`src/rtl/cfg_adm_pkg.sv`:
```
package cfg_adm_pkg;

  typedef struct packed {
    logic admit;
    logic dec_byp;
    logic dcmp_en;
    logic dcmp_chain;
  } route_t;

  localparam route_t ROUTE_IDLE = '{admit: 1'b0, dec_byp: 1'b1, dcmp_en: 1'b0, dcmp_chain: 1'b0};

  // Admission rule plus data routing for one announced bitstream.
  function automatic route_t decide(input logic enc, input logic key_ok,
                                    input logic jtag, input logic cmp,
                                    input logic any_key, input logic tamper);
    route_t r;
    r = ROUTE_IDLE;
    if (jtag) begin
      r.admit = !tamper;
    end else if (enc) begin
      if (any_key && key_ok) begin
        r.admit   = 1'b1;
        r.dec_byp = 1'b0;
      end
    end else begin
      r.admit = !tamper;
    end
    if (r.admit) begin
      r.dcmp_en    = cmp;
      r.dcmp_chain = cmp && !r.dec_byp;
    end
    return r;
  endfunction

endpackage

```
`src/rtl/cfg_key_slot.sv`:
```
module cfg_key_slot #(
  parameter int KEY_W    = 256,
  parameter bit ONE_TIME = 1'b0
) (
  input  logic             clk,
  input  logic             rst_n,
  input  logic             wr,
  input  logic             clr,
  input  logic [KEY_W-1:0] din,
  output logic [KEY_W-1:0] key,
  output logic             valid
);

  logic load_ok;
  logic clr_ok;

  assign load_ok = wr && !(ONE_TIME && valid);
  assign clr_ok  = clr && !ONE_TIME;

  always_ff @(posedge clk) begin
    if (!rst_n) begin
      key   <= '0;
      valid <= 1'b0;
    end else if (clr_ok) begin
      key   <= '0;
      valid <= 1'b0;
    end else if (load_ok) begin
      key   <= din;
      valid <= 1'b1;
    end
  end

  generate
    if (ONE_TIME) begin : g_otp
      AST_OTP_HOLD: assert property (@(posedge clk) disable iff (!rst_n)
        (valid && wr) |=> ($stable(key) && valid));
    end else begin : g_vol
      AST_ERASE_WINS: assert property (@(posedge clk) disable iff (!rst_n)
        clr |=> (!valid && key == '0));
    end
  endgenerate

endmodule

```
`src/rtl/cfg_adm_policy.sv`:
```
module cfg_adm_policy
  import cfg_adm_pkg::*;
(
  input  logic clk,
  input  logic rst_n,
  input  logic tamper_set,
  input  logic bs_start,
  input  logic idle,
  input  logic enc,
  input  logic key_ok,
  input  logic jtag,
  input  logic cmp,
  input  logic any_key,
  output logic tamper_q,
  output logic accept,
  output logic reject_ev,
  output logic dec_byp,
  output logic dcmp_en,
  output logic dcmp_chain
);

  route_t verdict;
  route_t route_q;
  logic   take;

  assign take      = bs_start && idle;
  assign verdict   = decide(enc, key_ok, jtag, cmp, any_key, tamper_q);
  assign reject_ev = take && !verdict.admit;

  always_ff @(posedge clk) begin
    if (!rst_n) begin
      tamper_q <= 1'b0;
      accept   <= 1'b0;
      route_q  <= ROUTE_IDLE;
    end else begin
      if (tamper_set) tamper_q <= 1'b1;
      accept <= take && verdict.admit;
      if (take) route_q <= verdict;
    end
  end

  assign dec_byp    = route_q.dec_byp;
  assign dcmp_en    = route_q.dcmp_en;
  assign dcmp_chain = route_q.dcmp_chain;

  AST_TAMPER_STICKY: assert property (@(posedge clk) disable iff (!rst_n)
    tamper_q |=> tamper_q);
  AST_CHAIN_ORDER: assert property (@(posedge clk) disable iff (!rst_n)
    dcmp_chain |-> (dcmp_en && !dec_byp));
  AST_ENC_NEEDS_KEY: assert property (@(posedge clk) disable iff (!rst_n)
    (take && enc && !jtag && !any_key) |=> !accept);

endmodule

```
`src/rtl/cfg_fail_timer.sv`:
```
module cfg_fail_timer #(
  parameter int PULSE_LEN = 16
) (
  input  logic clk,
  input  logic rst_n,
  input  logic reject_ev,
  output logic idle,
  output logic status_n,
  output logic err_pulse
);

  localparam int CW = $clog2(PULSE_LEN + 1);

  logic          busy;
  logic [CW-1:0] cnt;
  logic          last;

  assign last = (cnt == '0);

  always_ff @(posedge clk) begin
    if (!rst_n) begin
      busy      <= 1'b0;
      cnt       <= '0;
      err_pulse <= 1'b0;
    end else begin
      err_pulse <= !busy && reject_ev;
      if (!busy) begin
        if (reject_ev) begin
          busy <= 1'b1;
          cnt  <= CW'(PULSE_LEN - 1);
        end
      end else if (last) begin
        busy <= 1'b0;
      end else begin
        cnt <= cnt - 1'b1;
      end
    end
  end

  assign idle     = !busy;
  assign status_n = !busy;

  AST_PULSE_END: assert property (@(posedge clk) disable iff (!rst_n)
    (busy && last) |=> !busy);
  AST_ERR_ON_FALL: assert property (@(posedge clk) disable iff (!rst_n)
    $fell(status_n) |-> err_pulse);

endmodule

```
`src/rtl/cfg_admit_ctrl.sv`:
```
module cfg_admit_ctrl
  import cfg_adm_pkg::*;
#(
  parameter int KEY_W     = 256,
  parameter int PULSE_LEN = 16
) (
  input  logic             clk,
  input  logic             rst_n,
  input  logic             vol_key_wr,
  input  logic             vol_key_erase,
  input  logic             nv_key_wr,
  input  logic [KEY_W-1:0] key_in,
  input  logic             tamper_set,
  input  logic             bs_start,
  input  logic             bs_encrypted,
  input  logic             bs_key_ok,
  input  logic             bs_from_jtag,
  input  logic             bs_compressed,
  output logic             accept,
  output logic             reject_err,
  output logic             status_n,
  output logic             dec_bypass,
  output logic             dcmp_en,
  output logic             dcmp_after_dec,
  output logic [KEY_W-1:0] key_out,
  output logic             vol_key_valid,
  output logic             nv_key_valid,
  output logic             test_mode_dis
);

  localparam int NSLOT = 2;
  localparam int NV_IX = NSLOT - 1;

  logic [NSLOT-1:0] slot_wr;
  logic [NSLOT-1:0] slot_clr;
  logic [NSLOT-1:0] slot_vld;
  logic [KEY_W-1:0] slot_key [NSLOT];
  logic             any_key;
  logic             idle;
  logic             reject_ev;

  assign slot_wr  = {nv_key_wr, vol_key_wr};
  assign slot_clr = {1'b0, vol_key_erase};

  generate
    for (genvar i = 0; i < NSLOT; i++) begin : g_slot
      cfg_key_slot #(
        .KEY_W    (KEY_W),
        .ONE_TIME (i == NV_IX)
      ) u_slot (
        .clk   (clk),
        .rst_n (rst_n),
        .wr    (slot_wr[i]),
        .clr   (slot_clr[i]),
        .din   (key_in),
        .key   (slot_key[i]),
        .valid (slot_vld[i])
      );
    end
  endgenerate

  assign any_key       = |slot_vld;
  assign vol_key_valid = slot_vld[0];
  assign nv_key_valid  = slot_vld[NV_IX];
  assign key_out       = slot_vld[NV_IX] ? slot_key[NV_IX] :
                         (slot_vld[0] ? slot_key[0] : '0);

  cfg_adm_policy u_policy (
    .clk        (clk),
    .rst_n      (rst_n),
    .tamper_set (tamper_set),
    .bs_start   (bs_start),
    .idle       (idle),
    .enc        (bs_encrypted),
    .key_ok     (bs_key_ok),
    .jtag       (bs_from_jtag),
    .cmp        (bs_compressed),
    .any_key    (any_key),
    .tamper_q   (test_mode_dis),
    .accept     (accept),
    .reject_ev  (reject_ev),
    .dec_byp    (dec_bypass),
    .dcmp_en    (dcmp_en),
    .dcmp_chain (dcmp_after_dec)
  );

  cfg_fail_timer #(.PULSE_LEN(PULSE_LEN)) u_timer (
    .clk       (clk),
    .rst_n     (rst_n),
    .reject_ev (reject_ev),
    .idle      (idle),
    .status_n  (status_n),
    .err_pulse (reject_err)
  );

  AST_TAMPER_PLAIN_REJECT: assert property (@(posedge clk) disable iff (!rst_n)
    (bs_start && status_n && test_mode_dis && !bs_encrypted) |=> !accept);
  AST_JTAG_BYPASS: assert property (@(posedge clk) disable iff (!rst_n)
    (bs_start && status_n && bs_from_jtag) |=> dec_bypass);
  AST_MISMATCH_ERR: assert property (@(posedge clk) disable iff (!rst_n)
    (bs_start && status_n && bs_encrypted && !bs_from_jtag && !bs_key_ok) |=> reject_err);

endmodule

```
`config.mk`:
```
export PLATFORM = sky130hd
export DESIGN_NAME = cfg_admit_ctrl
export DESIGN_NICKNAME = d
export VERILOG_FILES = /design/src/rtl/cfg_adm_pkg.sv /design/src/rtl/cfg_key_slot.sv /design/src/rtl/cfg_adm_policy.sv /design/src/rtl/cfg_fail_timer.sv /design/src/rtl/cfg_admit_ctrl.sv
export SDC_FILE = /design/constraint.sdc
export NUM_CORES = 1
export LEC_CHECK = 0
export ABC_AREA = 1
export CORE_AREA = 4 4 240 242
export CTS_BUF_LIST = sky130_fd_sc_hd__clkbuf_8
export DETAILED_ROUTE_END_ITERATION = 10
export DIE_AREA = 0 0 244 246
export GPL_TIMING_DRIVEN = 1
export PLACE_DENSITY = 0.75
export SYNTH_ARGS = -nofsm -noshare
export SYNTH_HDL_FRONTEND = slang
export SYNTH_HIERARCHICAL = 1
export SYNTH_SLANG_ARGS = --single-unit
```
`constraint.sdc`:
```
create_clock -name clk -period 2 [get_ports clk]
set_input_delay 0.2 -clock clk [delete_from_list [all_inputs] [get_ports clk]]
set_output_delay 0.2 -clock clk [all_outputs]
set_load 0.03 [all_outputs]
```
Word level (Yosys, flattened, before mapping)
Cells that the tools add are included.
- ROM bits: 0
- input port bits: 267
- latch bits: 0
- RAM bits: 0
- flip-flop bits (word level): 526
- memories: 0
- word-level logic and storage cells: 46
- output and inout port bits: 265
- add/sub/neg operators: 1
- shifts and indexed selects: 0
- equal/unequal tests: 1
- divide/modulo/power cells: 0
- reduce and logical (&&, ||, !) cells: 17
- bitwise operators: 1
- magnitude comparators: 0
- $mul: 0
- multiplexer cells: 14
- operator list (kind ; count):
    two-way mux 256 bit ; 2
    two-way mux 5 bit ; 3
    logical AND 1 bit ; 7
    two-way mux 1 bit ; 7
    zero test 1 bit ; 5
    zero test 5 bit ; 1
    subtractor 5 x 1 -> 5 bit, second input constant ; 1
    two-way mux 2 bit ; 2
    OR reduction 2 bit ; 2
    inequality test 2 bit, second input constant ; 1
    AND reduction 2 bit ; 1
    nonzero test 2 bit ; 1
    inverter 1 bit ; 1

Depth between registers and ports, before layout
Gate-level depths: netlist (run 1).
- depth in word-level cells: 9
- mapped depth: 12
- depth with buffers taken out: 10

Cells and area by module
Netlist (run 1), hierarchy kept.
- by module, submodules not included (module ; instances ; cells each ; area an instance (um^2) ; seq. area each (um^2)):
    cfg_key_slot at g_slot[1].u_slot ; 1 ; 1655 ; 10996.8 ; 5144.9
    cfg_key_slot at g_slot[0].u_slot ; 1 ; 1115 ; 9277.6 ; 5144.9
    cfg_admit_ctrl ; 1 ; 857 ; 3887.5 ; 0.0
    cfg_fail_timer ; 1 ; 48 ; 360.3 ; 140.1
    cfg_adm_policy ; 1 ; 36 ; 239.0 ; 100.1

Worst setup path before layout (run 1)
Ideal clock, no wire load.
- path type: reg2reg
- start point: reg g_slot[1].u_slot.valid
- end point: reg u_timer.cnt[0]
- arrival: 1684 ps
- buffers on the path: 2
- period minus slack after synthesis: 1799 ps
- path slack: 201 ps
- cell stages (with the launch flop): 12
- data required time: 1885 ps
- setup time: 115 ps
- cells stage by stage: dfxtp_1 buf_6 buf_4 or2_2 nand2_1 inv_1 nand2_2 nand2_2 nor2_1 or2_1 a21oi_1 nor2_1
- cells in the longest elaborated chain, start to end: 9
- RTL lines (what ; line ; RTL):
    from (decl) ; cfg_key_slot.sv:11 ; output logic valid
    from (signal assigned) ; cfg_key_slot.sv:23 ; valid <= 1'b0;
    from (signal assigned) ; cfg_key_slot.sv:26 ; valid <= 1'b0;
    from (signal assigned) ; cfg_key_slot.sv:29 ; valid <= 1'b1;
    OR reduction 2 bit ; cfg_admit_ctrl.sv:62 ; assign any_key = |slot_vld;
    net any_key ; cfg_admit_ctrl.sv:38 ; logic any_key;
    logical AND 1 bit ; cfg_adm_pkg.sv:21 ; if (any_key && key_ok) begin
    two-way mux 2 bit ; cfg_adm_pkg.sv:21 ;
    two-way mux 1 bit ; cfg_adm_pkg.sv:20 ; end else if (enc) begin
    two-way mux 1 bit ; cfg_adm_pkg.sv:18 ; if (jtag) begin
    zero test 1 bit ; cfg_adm_policy.sv:28 ; assign reject_ev = take && !verdict.admit;
    logical AND 1 bit ; cfg_adm_policy.sv:28 ;
    net reject_ev ; cfg_admit_ctrl.sv:40 ; logic reject_ev;
    nonzero test 2 bit (no source line) ; n/a ;
    AND reduction 2 bit (no source line) ; n/a ;
    to (signal assigned) ; cfg_fail_timer.sv:30 ; cnt <= CW'(PULSE_LEN - 1);
    to (signal assigned) ; cfg_fail_timer.sv:35 ; cnt <= cnt - 1'b1;
    to (decl) ; cfg_fail_timer.sv:15 ; logic [CW-1:0] cnt;
The timed path passes the listed nets, and every way through them passes these cells.
A chain may end at the register's enable or synchronous reset.

Worst setup path in the final report (run 1)
- start point: reg g_slot[1].u_slot.valid
- end point: out key_out[170]
- cells in the longest elaborated chain, start to end: 1
- RTL lines (what ; line ; RTL):
    two-way mux 256 bit ; cfg_admit_ctrl.sv:65 ; assign key_out = slot_vld[NV_IX] ? slot_key[NV_IX] :
    to (decl) ; cfg_admit_ctrl.sv:25 ; output logic [KEY_W-1:0] key_out,
Every way passes these cells.

==> results.yml, run 1 <==
floorplanning:
  die-width_um: 244
  dieHeight_um: 246
  dieArea_sq_um: 60020
  start_util_pct: 44.94
  core_area_sq_um: 55090
  io_pins: 532
  fp-row-count: 86
place:
  gp_congestion: 0.8627
  placed_area_sq_um: 29840
  dpl.hpwl_um: 53950
  placed_cells: 4798
  port_buffers: 531
grt:
  grt_pass1_vias: 23630
  grt_overflow: 0
  grt_pass1_wl_um: 132300
  grt.total_usage_pct: 27.40
  grt_max_degree: 130
  antenna_found_initial: 18
clock_tree:
  clkTransAtPathRegs_ns: 0.06
  clk_latency_ns: 0.72
  clock-sinks: 526
  htree_levels: 3
  cts_tree: "done"
  cts_made_buffers: 92
  cts-root-buf: "clkbuf_8"
  cts_buffer_depth: 3
synthesis:
  syn_area_sq_um: 24760
  syn_inst: 3710
  mappedNetlistNets: 3978
  avgSynthCellArea_sq_um: 6.673
  yosysWarnings: 6
routing:
  top_layer: "met5"
  wl_per_cell_um: 18.41
  drt-met1-wl_um: 35750
  drtPass1Iterations: 6
  wl_met2_um: 43690
  route.met3.wl_um: 9044
  via_count: 26330
  drc: 0
  drt-initial-drc-count: 2259
  wl_um: 92670
  ant_nets: 0
  vias_per_cell: 5.230
setup_path:
  critPathMaxStageDelay_ns: 0.37
  end_kind: "primary output"
  cp_common_cell: "buf_12"
  slowest_stage: "dfxtp_4"
  worstPathArrival_ns: 1.96
  crit_path_start_kind: "flop"
  crit_chain: "buf_12 > clkinv_16 > buf_12 > nand3_1 > nand2_1 > buf_6"
  critPathRequiredTime_ns: 1.80
  path_class: "flop to primary output"
  cp_max_fo: 36
timing:
  setup_violations: 254
  final_hold_viol_count: 0
  tightestPinTransition_ns: 0.9406
  min_period_ns: 2.157
  timing.hold.ws_ns: 0.06295
  clock.fmax_mhz: 463.7
  slew_headroom_pct: 37.29
  setup_ws_ns: -0.1565
  report.final.slew_viol_count: 0
  rsz0062_at_grt: "true"
  fin_crit_sh_pct: 107.8
  skew_ns: 0.05311
  setup-tns-final_ns: -20.55
worst_hold_path:
  hp-class: "input pin to flop"
finish:
  fill_cells: 4656
  finalNonFillerCells: 5034
  layout-drive-gt1-share_pct: 22.03
  fin_area_sq_um: 35110
  nets: 4474
  area_delta_synth_final_pct: 41.81
pwr:
  power_density_nw_per_um2: 759.1
  ir_drop_uv: 729.4
  power_leakage_nw: 16.19
status:
  violations: "negative setup slack"
  status: "finished with violations"
run:
  cap_viol_max_count: 0
[final timing paths]
kind	endpoint	startpoint	cells after the start	slack, ns
hold reg to reg	g_slot[0].u_slot/key[151]$_SDFFE_PP0P_	g_slot[0].u_slot/key[151]$_SDFFE_PP0P_	2	0.46
setup reg to reg	u_timer/cnt[3]$_SDFFE_PN0P_	g_slot[0].u_slot/valid$_SDFFE_PP0P_	11	0.07
setup / recovery	key_out[170]	g_slot[1].u_slot/valid$_SDFFE_PN0P_	6	-0.16
hold / removal	g_slot[0].u_slot/key[79]$_SDFFE_PP0P_	key_in[79]	3	0.06
[flip-flops by register name, summed over array words and instances, names as in the netlist]
register and flops:
u_timer/cnt 5, g_slot.u_slot/key 512, u_timer/err_pulse 1, u_policy/dcmp_chain 1, u_policy/dcmp_en 1, u_timer/busy 1
u_policy/tamper_q 1, u_policy/dec_byp 1, u_policy/accept 1, g_slot.u_slot/valid 2
[cells in the final DEF, fill, tap and decap left out, types with 2 or more instances in the layout]
master and n:
a21oi_2 41, nand3_4 26, clkbuf_8 118, buf_6 225, nand2_1 1096, dfxtp_4 2
nor2_1 525, buf_16 20, buf_4 72, a21oi_1 220, nand2_2 201, dfxtp_1 524
buf_8 9, inv_12 2, nand2_4 3, buf_2 5, nand3_1 387, nand3_2 106
clkbuf_16 20, dlygate4sd3_1 2, buf_12 60, inv_1 296, inv_8 5, diode_2 14
inv_2 2, o21ai_1 3, clkdlybuf4s50_1 270, nor2_2 6, clkinv_2 11
[critical path, delay by kind of cell, from the launching register on]
kind | cells | cell delay (ns)
simple gates | 2 | 0.31
buf+inv | 4 | 0.58
flops | 1 | 0.37
[per-stage QoR]
stage / setup WS, ns / utilization, % / total power, mW
floorplan: 0.2006 / - / 14.33
global placement: 0.3170 / 54.17 / 16.00
detailed placement: 0.3077 / 54.17 / 16.06
CTS: -0.2149 / 59.69 / 26.26
global route: -0.2119 / 63.71 / 27.71
finish: -0.1565 / 63.72 / 26.65
[power by group]
part / leakage, nW / switching (mW) / internal (mW) / total [mW]
Sequential: 4.32 / 0.354 / 11.1 / 11.4
Clock: 1.06 / 4.72 / 5.24 / 9.96
Combinational: 10.8 / 3.06 / 2.20 / 5.26
Total: 16.2 / 8.13 / 18.5 / 26.6
[metal layers]
metal,vias up,global-route usage (%)
met2,1269,44.29
met5,-,0
li1,12530,-
met4,8,12.56
met3,244,7.662
met1,12280,34.12
[final cells by class]
class / count / area [sq um] / share of cell area, %
well taps: 748 / 935.9 / 2.666
flip-flops and latches: 526 / 10540 / 30.02
repair buffers: 687 / 8259 / 23.53
repair inverters: 1 / 11.26 / 0.03208
clock buffers: 115 / 1583 / 4.508
inverters: 276 / 1077 / 3.069
clock inverters: 45 / 260.3 / 0.7413
diodes: 14 / 35.03 / 0.09979
multi-input cells: 2622 / 12410 / 35.34
[repair_timing]
item                                    in CTS  in global routing
resized for setup                          267                404
endpoints found under the setup margin     260                260
hold buffers                                 2                  0
cloned                                      12                 23
buffers inserted                            23                  5
pin swaps                                    2                 80
endpoints found under the hold margin       33                  0
Power figures use the tool's default switching activity.
==> inputs of run 2 (changes only) <==
--- a/config.mk
+++ b/config.mk
@@ -11,7 +11,8 @@
 export DETAILED_ROUTE_END_ITERATION = 10
 export DIE_AREA = 0 0 244 246
 export GPL_TIMING_DRIVEN = 1
-export PLACE_DENSITY = 0.75
+export MAX_ROUTING_LAYER = met4
+export PLACE_DENSITY = 0.77
 export SYNTH_ARGS = -nofsm -noshare
 export SYNTH_HDL_FRONTEND = slang
 export SYNTH_HIERARCHICAL = 1
==> constraint.sdc (replaced) <==
create_clock -name clk -period 1.97 [get_ports clk]
set_input_delay 0.197 -clock clk [delete_from_list [all_inputs] [get_ports clk]]
set_output_delay 0.197 -clock clk [all_outputs]
set_load 0.03 [all_outputs]
==> results.yml, run 2 (same netlist as run 1, synthesis figures left out) <==
finish:
  nets: 4482
  largest_reg_flops: 512
  layout_common_cells: "1095 x nand2_1, 524 x nor2_1, 524 x dfxtp_1"
  largest-register: "g_slot.u_slot/key"
  fill_cells: 4503
  reg_top3: "g_slot.u_slot/key x512, u_timer/cnt x5, g_slot.u_slot/valid x2"
  finalNonFillerCells: 5056
  seqCellArea_sq_um: 10540
  layout-drive-gt1-share_pct: 22.93
  utilization_pct: 64.74
  multi_input_area_sq_um: 12660
  final_common_cell: "nand2_1"
  area_delta_synth_final_pct: 44.06
timing:
  slew_headroom_pct: 42.82
  clock.fmax_mhz: 468.4
  final_hold_viol_count: 0
  report.final.slew_viol_count: 0
  setup_violations: 215
  min_period_ns: 2.135
  skew_ns: 0.03254
  fin_crit_sh_pct: 108.4
  rsz0062_at_grt: "true"
  tightestPinTransition_ns: 0.8577
  setup_ws_ns: -0.1648
  setup-tns-final_ns: -20.60
grt:
  grt_pass1_vias: 23450
  antenna_found_initial: 20
  grt_pass1_wl_um: 132000
  grt_overflow: 0
  grt.total_usage_pct: 28.04
  grt_max_degree: 150
status:
  status: "finished with violations"
  violations: "negative setup slack"
clock_tree:
  cts_tree: "done"
  clkTransAtPathRegs_ns: 0.06
  clk_latency_ns: 0.67
  cts_made_buffers: 90
  cts_buffer_depth: 3
  cts-root-buf: "clkbuf_8"
  clock-sinks: 526
  htree_levels: 3
floorplanning:
  dieArea_sq_um: 60020
  io_pins: 532
  die-width_um: 244
  dieHeight_um: 246
  core_area_sq_um: 55090
  start_util_pct: 44.94
  fp-row-count: 86
run:
  cap_viol_max_count: 0
pwr:
  power_mw: 27.43
  ir_drop_uv: 529.9
  power_leakage_nw: 16.36
  power_density_nw_per_um2: 769.2
place:
  port_buffers: 531
  gp_congestion: 0.9238
  dpl.hpwl_um: 53760
  placed_cells: 4783
setup_path:
  critPathRequiredTime_ns: 1.77
  cp_max_fo: 8
  worstPathArrival_ns: 1.94
  path_class: "flop to primary output"
  end_kind: "primary output"
  crit_path_start_kind: "flop"
routing:
  drt-initial-drc-count: 2371
  drc: 0
  ant_nets: 0
  via_count: 27320
  drtPass1Iterations: 6
  vias_per_cell: 5.403
  wl_um: 101500
  wl_per_cell_um: 20.08
worst_hold_path:
  hp-class: "input pin to flop"
==> run 2: cell types whose count changed in the layout (fill, tap and decap cells not counted), sizes merged <==
cell and delta:
clkinvlp +1, clkbuf +45, dlymetal6s2s +1, clkinv -1, bufinv +1, diode +7, clkdlybuf4s50 -1, dlygate4sd2 -1
buf -30
==> run 2: cell type report <==
| class | instances | share of cell area [%] |
|---|---|---|
| Multi-Input combinational cell | 2622 | 35.48 |
| Sequential cell | 526 | 29.55 |
| Timing Repair Buffer | 697 | 23.87 |
| Clock buffer | 119 | 4.592 |
| Inverter | 276 | 3.021 |
| Tap cell | 748 | 2.624 |
| Clock inverter | 46 | 0.6701 |
| Antenna cell | 21 | 0.1473 |
| Timing Repair inverter | 1 | 0.04561 |
==> run 2: critical path: stages (launching register included) <==
cell	delay [ns]
dfxtp_4	0.37
buf_12	0.15
clkinv_16	0.07
clkbuf_16	0.16
buf_12	0.16
nand3_4	0.11
nand2_2	0.12
buf_6	0.14
==> run 2: timing repair <==
action                                  4_1_cts  5_1_grt
endpoints found under the setup margin      259      265
buffers inserted                             10       22
hold buffers                                  2        0
cloned                                        8       50
resized for setup                           280      699
pin swaps                                     5       75
hold endpoints to repair                     41        0
==> run 2: per-stage QoR <==
step	hold WS, ns	cell area, sq um	worst slack, ns
6_report	0.09283	35670	-0.1648
5_1_grt	0.07822	35670	-0.2275
4_1_cts	0.02773	32280	-0.2860
3_5_place_dp	0.4505	29860	0.04696
3_3_place_gp	0.4447	29860	0.06438
2_1_floorplan	0.3092	24760	0.1706
==> run 2: path summary, 6_finish.rpt <==
check             slack (ns)                                endpoint  cells past startpoint                              startpoint
setup / recovery       -0.16                            key_out[180]                      7     g_slot[1].u_slot/valid$_SDFFE_PN0P_
hold reg to reg         0.46  g_slot[0].u_slot/key[195]$_SDFFE_PP0P_                      2  g_slot[0].u_slot/key[195]$_SDFFE_PP0P_
hold / removal          0.09          u_policy/tamper_q$_SDFFE_PN0P_                      3                              tamper_set
setup reg to reg        0.23   g_slot[1].u_slot/key[66]$_SDFFE_PN0P_                      6     g_slot[1].u_slot/valid$_SDFFE_PN0P_
==> run 2: per-layer routing <==
layer	global-route usage, %	wire length (um)	vias to the layer above
li1	-	-	12570
met1	33.79	37020	12720
met2	44.62	47680	1637
met3	7.488	10630	388
met4	11.85	6176	0
met5	-	0	-
==> run 2: power by group <==
group          internal (mW)  switching, mW  leakage (nW)
Clock                   5.55           4.66          1.09
Combinational           2.32           3.24          10.9
Sequential              11.2          0.419          4.32
